--- config.mk ---
export PLATFORM = sky130hd
export DESIGN_NAME = asram_ctrl
export DESIGN_NICKNAME = d
export VERILOG_FILES = /design/src/rtl/asram_pkg.sv /design/src/rtl/asram_seq.sv /design/src/rtl/asram_lane.sv /design/src/rtl/asram_ctrl.sv
export SDC_FILE = /design/constraint.sdc
export NUM_CORES = 1
export LEC_CHECK = 0
export BUFFER_PORTS_ARGS = -buffer_cell sky130_fd_sc_hd__buf_2
export CORE_AREA = 10 10 73 120
export CTS_BUF_LIST = sky130_fd_sc_hd__clkbuf_16
export DETAILED_ROUTE_END_ITERATION = 10
export DIE_AREA = 0 0 83 130
export GPL_TIMING_DRIVEN = 0
export PLACE_DENSITY = 0.73
export SLEW_MARGIN = 30
export SYNTH_ARGS = -nofsm -noshare
export SYNTH_HDL_FRONTEND = slang
export SYNTH_SLANG_ARGS = --single-unit
--- constraint.sdc ---
create_clock -name clk -period 1.59 [get_ports clk]
set_input_delay 0.0795 -clock clk [delete_from_list [all_inputs] [get_ports clk]]
set_output_delay 0.0795 -clock clk [all_outputs]
set_load 0.03 [all_outputs]
--- src/rtl/asram_pkg.sv ---
package asram_pkg;

  typedef enum logic [2:0] {
    ST_IDLE,
    ST_READ,
    ST_TURN,
    ST_ASET,
    ST_WLOW,
    ST_WREC
  } seq_state_t;

  // ceiling of a nanosecond requirement over the clock period
  function automatic int ns2cyc(input int ns, input int per);
    return (ns + per - 1) / per;
  endfunction

  function automatic int imax(input int a, input int b);
    return (a > b) ? a : b;
  endfunction

endpackage

--- src/rtl/asram_seq.sv ---
module asram_seq
  import asram_pkg::*;
#(
  parameter int RD_CYC = 4,
  parameter int TA_CYC = 2,
  parameter int WL_CYC = 3,
  parameter int WR_CYC = 1
) (
  input  logic clk,
  input  logic rst_n,
  input  logic start,
  input  logic start_wr,
  output logic ready,
  output logic ce_n,
  output logic we_n,
  output logic oe_n,
  output logic drive,
  output logic lanes_on,
  output logic cap
);

  localparam int MAXC = imax(imax(RD_CYC, TA_CYC), imax(WL_CYC, WR_CYC));
  localparam int CW   = $clog2(MAXC + 1);
  localparam logic [CW-1:0] RD_LD = CW'(RD_CYC - 1);
  localparam logic [CW-1:0] TA_LD = CW'(TA_CYC - 1);
  localparam logic [CW-1:0] WL_LD = CW'(WL_CYC - 1);
  localparam logic [CW-1:0] WR_LD = CW'(WR_CYC - 1);

  seq_state_t    st;
  logic [CW-1:0] cnt;
  logic          last;

  assign last  = (cnt == '0);
  assign ready = (st == ST_IDLE);
  assign cap   = (st == ST_READ) && last;

  always_ff @(posedge clk) begin
    if (!rst_n) begin
      st       <= ST_IDLE;
      cnt      <= '0;
      ce_n     <= 1'b1;
      we_n     <= 1'b1;
      oe_n     <= 1'b1;
      drive    <= 1'b0;
      lanes_on <= 1'b0;
    end else begin
      case (st)
        ST_IDLE: begin
          if (start) begin
            ce_n     <= 1'b0;
            lanes_on <= 1'b1;
            if (start_wr) begin
              st    <= ST_ASET;
              drive <= 1'b1;
              cnt   <= '0;
            end else begin
              st   <= ST_READ;
              oe_n <= 1'b0;
              cnt  <= RD_LD;
            end
          end
        end
        ST_READ: begin
          if (last) begin
            st       <= ST_TURN;
            ce_n     <= 1'b1;
            oe_n     <= 1'b1;
            lanes_on <= 1'b0;
            cnt      <= TA_LD;
          end else begin
            cnt <= cnt - 1'b1;
          end
        end
        ST_TURN: begin
          if (last) st <= ST_IDLE;
          else      cnt <= cnt - 1'b1;
        end
        ST_ASET: begin
          st   <= ST_WLOW;
          we_n <= 1'b0;
          cnt  <= WL_LD;
        end
        ST_WLOW: begin
          if (last) begin
            st   <= ST_WREC;
            we_n <= 1'b1;
            cnt  <= WR_LD;
          end else begin
            cnt <= cnt - 1'b1;
          end
        end
        ST_WREC: begin
          if (last) begin
            st       <= ST_IDLE;
            ce_n     <= 1'b1;
            drive    <= 1'b0;
            lanes_on <= 1'b0;
          end else begin
            cnt <= cnt - 1'b1;
          end
        end
        default: st <= ST_IDLE;
      endcase
    end
  end

  // the pad never drives while the memory outputs are enabled
  p_no_contention_r7: assert property (@(posedge clk) disable iff (!rst_n)
    drive |-> oe_n);

  // write strobe only inside a selected cycle
  p_we_needs_ce_r6: assert property (@(posedge clk) disable iff (!rst_n)
    !we_n |-> !ce_n);

  // ready only while all strobes are released
  p_ready_idle_r2: assert property (@(posedge clk) disable iff (!rst_n)
    ready |-> (ce_n && we_n && oe_n && !drive));

endmodule

--- src/rtl/asram_lane.sv ---
module asram_lane (
  input  logic       clk,
  input  logic       rst_n,
  input  logic       load,
  input  logic       en_in,
  input  logic [7:0] wr_in,
  input  logic       lanes_on,
  input  logic       cap,
  input  logic [7:0] pad_in,
  output logic       sel_n,
  output logic [7:0] pad_out,
  output logic [7:0] rd_out
);

  logic       en_q;
  logic [7:0] wr_q;
  logic [7:0] rd_q;

  always_ff @(posedge clk) begin
    if (!rst_n) begin
      en_q <= 1'b0;
      wr_q <= '0;
      rd_q <= '0;
    end else begin
      if (load) begin
        en_q <= en_in;
        wr_q <= wr_in;
      end
      if (cap) rd_q <= en_q ? pad_in : 8'h00;
    end
  end

  assign sel_n   = ~(lanes_on & en_q);
  assign pad_out = wr_q;
  assign rd_out  = rd_q;

endmodule

--- src/rtl/asram_ctrl.sv ---
module asram_ctrl
  import asram_pkg::*;
#(
  parameter int CLK_NS     = 20,
  parameter bit FAST_GRADE = 1'b0,
  parameter int AW         = 18,
  parameter int DW         = 16
) (
  input  logic              clk,
  input  logic              rst_n,
  input  logic              req_valid,
  output logic              req_ready,
  input  logic              req_write,
  input  logic [AW-1:0]     req_addr,
  input  logic [DW-1:0]     req_wdata,
  input  logic [DW/8-1:0]   req_be,
  output logic              rsp_valid,
  output logic [DW-1:0]     rsp_rdata,
  output logic              sram_ce_n,
  output logic              sram_we_n,
  output logic              sram_oe_n,
  output logic              sram_ub_n,
  output logic              sram_lb_n,
  output logic [AW-1:0]     sram_addr,
  output logic [DW-1:0]     sram_dq_out,
  input  logic [DW-1:0]     sram_dq_in,
  output logic              sram_dq_oe
);

  localparam int NL      = DW / 8;
  localparam int T_ACC   = FAST_GRADE ? 55 : 70;
  localparam int T_FLOAT = FAST_GRADE ? 20 : 25;
  localparam int T_WP    = FAST_GRADE ? 45 : 60;
  localparam int T_DS    = FAST_GRADE ? 25 : 30;
  localparam int T_WC    = FAST_GRADE ? 55 : 70;
  localparam int RD_CYC  = ns2cyc(T_ACC, CLK_NS);
  localparam int TA_CYC  = ns2cyc(T_FLOAT, CLK_NS);
  localparam int WL_CYC  = imax(ns2cyc(T_WP, CLK_NS), ns2cyc(T_DS, CLK_NS));
  localparam int WR_CYC  = imax(1, ns2cyc(T_WC, CLK_NS) - 1 - WL_CYC);

  if (NL != 2) begin : g_bad_width
    $error("asram_ctrl: data width must be two byte lanes");
  end
  if (RD_CYC < 1 || TA_CYC < 1 || WL_CYC < 1 || WR_CYC < 1) begin : g_bad_timing
    $error("asram_ctrl: a phase resolved to less than one cycle");
  end

  logic          accept;
  logic          drive;
  logic          lanes_on;
  logic          cap;
  logic [AW-1:0] addr_q;
  logic [NL-1:0] sel_n;

  assign accept = req_valid & req_ready;

  asram_seq #(
    .RD_CYC (RD_CYC),
    .TA_CYC (TA_CYC),
    .WL_CYC (WL_CYC),
    .WR_CYC (WR_CYC)
  ) u_seq (
    .clk      (clk),
    .rst_n    (rst_n),
    .start    (accept),
    .start_wr (req_write),
    .ready    (req_ready),
    .ce_n     (sram_ce_n),
    .we_n     (sram_we_n),
    .oe_n     (sram_oe_n),
    .drive    (drive),
    .lanes_on (lanes_on),
    .cap      (cap)
  );

  for (genvar i = 0; i < NL; i++) begin : g_lane
    asram_lane u_lane (
      .clk      (clk),
      .rst_n    (rst_n),
      .load     (accept),
      .en_in    (req_be[i]),
      .wr_in    (req_wdata[i*8 +: 8]),
      .lanes_on (lanes_on),
      .cap      (cap),
      .pad_in   (sram_dq_in[i*8 +: 8]),
      .sel_n    (sel_n[i]),
      .pad_out  (sram_dq_out[i*8 +: 8]),
      .rd_out   (rsp_rdata[i*8 +: 8])
    );
  end

  always_ff @(posedge clk) begin
    if (!rst_n) begin
      addr_q    <= '0;
      rsp_valid <= 1'b0;
    end else begin
      if (accept) addr_q <= req_addr;
      rsp_valid <= cap;
    end
  end

  assign sram_addr  = addr_q;
  assign sram_dq_oe = drive;
  assign sram_lb_n  = sel_n[0];
  assign sram_ub_n  = sel_n[NL-1];

  // address held across the whole write pulse
  p_addr_hold_wlow_r10: assert property (@(posedge clk) disable iff (!rst_n)
    (!sram_we_n && $past(!sram_we_n)) |-> $stable(sram_addr));

  // outgoing data held across the whole write pulse
  p_wdata_hold_wlow_r6: assert property (@(posedge clk) disable iff (!rst_n)
    (!sram_we_n && $past(!sram_we_n)) |-> $stable(sram_dq_out));

  // response strobe lasts a single cycle
  p_rsp_single_r4: assert property (@(posedge clk) disable iff (!rst_n)
    rsp_valid |=> !rsp_valid);

  // output enable released for every write cycle
  p_oe_high_in_write_r7: assert property (@(posedge clk) disable iff (!rst_n)
    !sram_we_n |-> sram_oe_n);

endmodule

## After elaboration in Yosys (flattened, before gate mapping)

Cells that the tools add are included.

- Register bits after elaboration: 64
- Output and inout port bits: 58
- Logic and storage cells: 78

- $add $sub $neg: 1
- Equal/unequal tests: 14
- Muxes and demuxes: 27
- Bitwise operators: 5
- Reductions and logical operators: 16

Operator list:

| kind | number |
|---|---|
| one-hot mux 3 bit (5 select lines) | 2 |
| two-way mux 3 bit | 8 |
| two-way mux 8 bit | 2 |
| inequality test 2 x 1 -> 1 bit (second input constant) | 7 |
| AND reduction 4 bit | 3 |
| one-hot mux 1 bit (2 select lines) | 5 |
| two-way mux 1 bit | 8 |
| nonzero test 2 bit | 4 |
| equality test 3 x 2 -> 1 bit (second input constant) | 2 |
| equality test 3 bit (second input constant) | 2 |
| logical NOT 3 bit | 2 |
| AND reduction 3 bit | 2 |
| nonzero test 5 bit | 1 |
| two-way mux 2 bit | 2 |
| inequality test 2 bit (second input constant) | 2 |
| OR reduction 2 bit | 2 |
| AND 1 bit | 3 |
| equality test 3 x 1 -> 1 bit (second input constant) | 1 |
| subtractor 3 x 1 -> 3 bit (second input constant) | 1 |
| inverter 1 bit | 2 |
| AND reduction 2 bit | 1 |
| logical AND 1 bit | 1 |

## Logic depth before layout (Yosys ltp)

- Depth in word-level cells: 4
- Depth in mapped cells: 9
- Gate-level depth less buffers: 6

## Cells and area by module

From an unflattened synthesis, not the netlist that was laid out.

- Cell total of the unflattened synthesis: 298
- Area total of the unflattened synthesis: 2,813.9 um2

By module, submodules not included:

| module | times used | cells an instance | area an instance (um2) |
|---|---|---|---|
| asram_lane | 2 | 65 | 690.7 |
| asram_ctrl | 1 | 85 | 779.5 |
| asram_seq | 1 | 83 | 653.1 |

## Worst setup path after synthesis

Ideal clock, no wire load.

- Kind: register to register
- Start point: register u_seq.cnt[0]
- End point: register rsp_valid
- Setup time: 115 ps
- Arrival: 1,481 ps
- Data required time: 1,475 ps
- Setup slack: -6 ps
- Stages on the path, launching flop included: 9
- Path buffers: 3
- Cell sequence: dfxtp_1 -> inv_1 -> ha_1 -> nor2b_2 -> buf_4 -> and3_1 -> buf_4 -> buf_6 -> and2_1

- Cells in the longest elaborated chain, start to end: 2

Ends and longest elaborated chain:

| item | RTL line | text |
|---|---|---|
| from (decl) | asram_seq.sv:30 | `logic [CW-1:0] cnt;` |
| from (signal assigned) | asram_seq.sv:71 | `cnt <= cnt - 1'b1;` |
| from (signal assigned) | asram_seq.sv:76 | `else cnt <= cnt - 1'b1;` |
| from (signal assigned) | asram_seq.sv:89 | `cnt <= cnt - 1'b1;` |
| logical NOT 3 bit | asram_seq.sv:33 | `assign last = (cnt == '0);` |
| logical AND 1 bit | asram_seq.sv:35 | `assign cap = (st == ST_READ) && last;` |
| to (signal assigned) | asram_ctrl.sv:98 | `rsp_valid <= cap;` |
| to (decl) | asram_ctrl.sv:17 | `output logic rsp_valid,` |

No other way between the ends.
A chain may end at the register's enable or synchronous reset.

## Final worst setup path

- Start point: register u_seq.cnt[0]
- End point: register u_seq.cnt[1]

- Cells in the longest elaborated chain, start to end: 3

Ends and longest elaborated chain:

| item | RTL line |
|---|---|
| subtractor 3 x 1 -> 3 bit or logical NOT 3 bit (tied branches) | n/a |
| two-way mux 3 bit (tied with other cells) | asram_seq.sv:75, asram_seq.sv:93 |
| one-hot mux 3 bit (5 select lines) or AND reduction 3 bit (tied branches) | n/a |

Parallel ways exist; a longest one is shown, timed or not. The select of a mux whose other input is x is not followed.

==> flow_summary_export.csv <==
group,metric,value,unit
pwr,p_sw_share,38.3,%
setup_path,cp-end-kind,"flop",
setup_path,r2r_start,"u_seq.cnt[0]",
pwr,pwr-share-seq,30.0,%
layout,areaGrowthSynthToFinish,48.8,%
layout,final_util,61.3,%
timing,timing.fmax,642,MHz
status,outcome,"finished, final reports clean",
yosys,ys_warn_count,0,
floorplan,start_util,41.2,%
global_routing,overflow,0,
yosys,yosys-top-cells-count,"88 x nand2_1, 64 x dfxtp_1, 35 x a21boi_1, 20 x nand3_1, 11 x nand2_2",
floorplan,die_width,83,µm
min_path,hold_depth,3,
setup_path,cp.required,1.79,ns
global_routing,grt_usage,15.7,%
yosys,synth-main-ff-cell,"dfxtp_1",
routing,first_pass_iters,5,
routing,routedWlPerCell,15.4,µm
yosys,yosysSeqAreaShare,45.7,%
clock_network,cts_buffer_depth,2,
timing,slew_headroom,66.1,%
timing,setup_viol,0,
timing,min_period,1.56,ns
placed_design,gp_congestion,0.845,
yosys,yosys.area.top_type,"dfxtp_1",
floorplan,dieArea,10800,µm²
routing,totalWireLength,8770,µm
routing,wl_met2,4890,µm
routing,drtAntennaViolNets,0,
floorplan,rows,40,
routing,drt_first_iter_violations,97,
pwr,vdd_drop_max,1.00,mV
layout,stdcell_count,570,
yosys,synthDistinctLibCells,46,
routing,vias,2816,
clock_network,clk_pin_slew,0.05,ns
setup_path,crit_type,"reg2reg",
timing,clock_skew,0.00442,ns
floorplan,die_h,130,µm
yosys,synthesis.area,2810,µm²
yosys,synth_enable_flop_cells,0,
timing,drv_slew,0,
routing,met1_length,3090,µm
clock_network,cts_root_buf,"clkbuf_16",
setup_path,r2r_cells,6,
global_routing,grt_pass1_wl,13800,µm
min_path,hold_end,"sram_addr[5]",
min_path,hold_class,"in2reg",
placed_design,portBuffers,112,
pwr,p_leak,1.89,nW
min_path,hold_start,"req_addr[5]",
clock_network,htreeDepth,3,
timing,worst_pin_slew,0.508,ns
timing,hold_viol,0,
yosys,synth_cells,319,
clock_network,worst_skew_pair.late_latency,0.32,ns
routing,highest_layer,"met4",
clock_network,cts_tree,"done",
layout,fillers,577,
layout,nNetsFinal,538,
yosys,syn_area_per_cell,8.79,µm²
yosys,synth_nets,377,
placed_design,dp.cells,515,
setup_path,reg2reg_slack,0.03,ns
pwr,p_int,0.00429,W
placed_design,dp_hpwl,6330,µm
clock_network,cts_num_sinks,64,
routing,wl_met3,467,µm
yosys,ys_async_sr_fraction,0,%
yosys,yosysMostFrequentCell,"nand2_1",
floorplan,core,6810,µm²
global_routing,antenna_found_initial,1,
pwr,p_per_area,1670,nW/µm²
global_routing,grt_max_degree,11,
global_routing,grt_pass1_vias,2834,
setup_path,reg2reg_to,"u_seq.cnt[1]",
yosys,synth_seq_cells,64,
yosys,synth_top_cell_area_share,45.7,%
clock_network,cts_inserted_buffers,9,
layout,drive_gt1_share,39.4,%
routing,route.detailed.drc,0,
setup_path,start_kind,"flop",
pwr,pwr-share-clk,26.3,%
pwr,p_switching,0.00266,W
routing,via_per_inst,4.94,
run,cap_violations,0,
timing,rsz0062_at_grt,"true",
floorplan,ios,114,
setup_path,critPathArrivalTime,1.76,ns
yosys,synthTopCellsByArea,"dfxtp_1 46%, nand2_1 12%, a21boi_1 9.4%",
pwr,combPwrFrac,43.7,%
setup_path,crit_path_max_fanout,5,
timing,period_share,98.0,%
## cells in the final DEF, fill, tap and decap left out, types with 2 or more instances in the layout
| master | synthesis | final |
|---|---|---|
| a21o_1 | 2 | 2 |
| mux2i_1 | 2 | 2 |
| a21boi_1 | 35 | 33 |
| o2111ai_1 | 2 | 2 |
| nand2_2 | 11 | 11 |
| a21boi_2 | 10 | 12 |
| nor2_2 | 2 | 2 |
| clkinv_1 | 0 | 2 |
| inv_1 | 3 | 3 |
| nor3_4 | 2 | 2 |
| a21boi_0 | 8 | 8 |
| and2_1 | 3 | 3 |
| clkbuf_1 | 8 | 7 |
| buf_2 | 8 | 120 |
| clkbuf_16 | 0 | 9 |
| buf_6 | 4 | 7 |
| nor2_1 | 7 | 7 |
| nand3_1 | 20 | 18 |
| nor2b_1 | 2 | 2 |
| o21ai_1 | 2 | 2 |
| clkinv_2 | 0 | 2 |
| nand3_2 | 1 | 3 |
| dfxtp_1 | 64 | 62 |
| a21oi_1 | 6 | 6 |
| buf_4 | 4 | 9 |
| nand2_1 | 88 | 88 |
| dlygate4sd3_1 | 0 | 30 |
## worst max path at each step
stage                  from                    endpoint  depth (start not counted)
6_report       u_seq.cnt[0]                u_seq.cnt[1]                          6
2_1_floorplan  u_seq.cnt[0]                   rsp_valid                          8
5_1_grt        u_seq.cnt[0]                u_seq.cnt[1]                          6
3_3_place_gp   u_seq.cnt[0]                   rsp_valid                          8
3_5_place_dp   u_seq.cnt[0]  g_lane[0].u_lane.rd_out[1]                          9
4_1_cts        u_seq.cnt[0]  g_lane[0].u_lane.rd_out[1]                          8
## registers in the layout, summed over array words and instances (netlist names)
signal,count
u_seq.drive,1
g_lane.u_lane.rd_out,16
sram_addr,18
g_lane.u_lane.pad_out,16
u_seq.cnt,3
u_seq.ce_n,1
u_seq.oe_n,1
u_seq.lanes_on,1
u_seq.st,3
rsp_valid,1
u_seq.we_n,1
g_lane.u_lane.en_q,2
## routing by layer
metal	up-vias	global-route usage, %
met5	-	0
met4	0	8.45
met3	26	4.30
met1	1303	14.4
met2	96	30.3
li1	1391	-
## repair_timing
action                     in CTS  in global routing
hold buffers                   30                  0
resized for setup               8                 13
setup buffers                   2                  4
hold endpoints to repair       30                  0
pin swaps                       6                  4
setup endpoints to repair      17                 28
cloned                          2                  0
## worst max-delay path, stage by stage (launching register included)
cell and delay, ns:
dfxtp_4 0.35, inv_4 0.04, ha_4 0.16, and4bb_2 0.24, nor4_4 0.36, o21a_1 0.20, a31oi_1 0.08
## power groups by stage
stage / logic [W] / registers, W / clock network [W]
after CTS: 0.00291 / 0.00208 / 0.00187
after floorplan: 0.00156 / 0.00254 / 0
after global routing: 0.00327 / 0.00212 / 0.00193
final: 0.00304 / 0.00209 / 0.00183
after detailed placement: 0.00272 / 0.00210 / 0
after global placement: 0.00267 / 0.00209 / 0
## logic make-up after synthesis
logic type,after synthesis,share of synthesized area (%)
and+or+nand+nor,149,26.0
AOI/OAI and AO/OA,74,20.6
DFF,64,45.7
buffers and inverters,28,6.11
muxes,2,0.714
adders and majority gates,2,0.892
## area by class of cell
| cell class | instances | area, µm² | area share, % |
|---|---|---|---|
| buffer | 25 | 171 | 4.11 |
| antenna | 1 | 2.50 | 0.0600 |
| multi-input combinational | 227 | 1390 | 33.4 |
| clock buffer | 9 | 225 | 5.40 |
| inverter | 3 | 13.8 | 0.330 |
| sequential | 64 | 1290 | 30.8 |
| tap | 84 | 105 | 2.52 |
| clock inverter | 7 | 55.1 | 1.32 |
| timing repair buffer | 150 | 922 | 22.1 |
## per-stage QoR
step	setup TNS [ns]	setup slack (ns)	cell area (µm²)	hold WS (ns)	total power, W
3_3_place_gp	-0.738	-0.0795	3470	0.319	0.00476
2_1_floorplan	0	0.0246	2810	0.206	0.00410
3_5_place_dp	-1.30	-0.125	3470	0.325	0.00482
5_1_grt	-0.116	-0.0452	4170	0.0182	0.00732
4_1_cts	0	0.00222	4100	0.000560	0.00686
6_report	0	0.0320	4170	0.00773	0.00695
No activity file was read; power rests on OpenSTA's default activity.
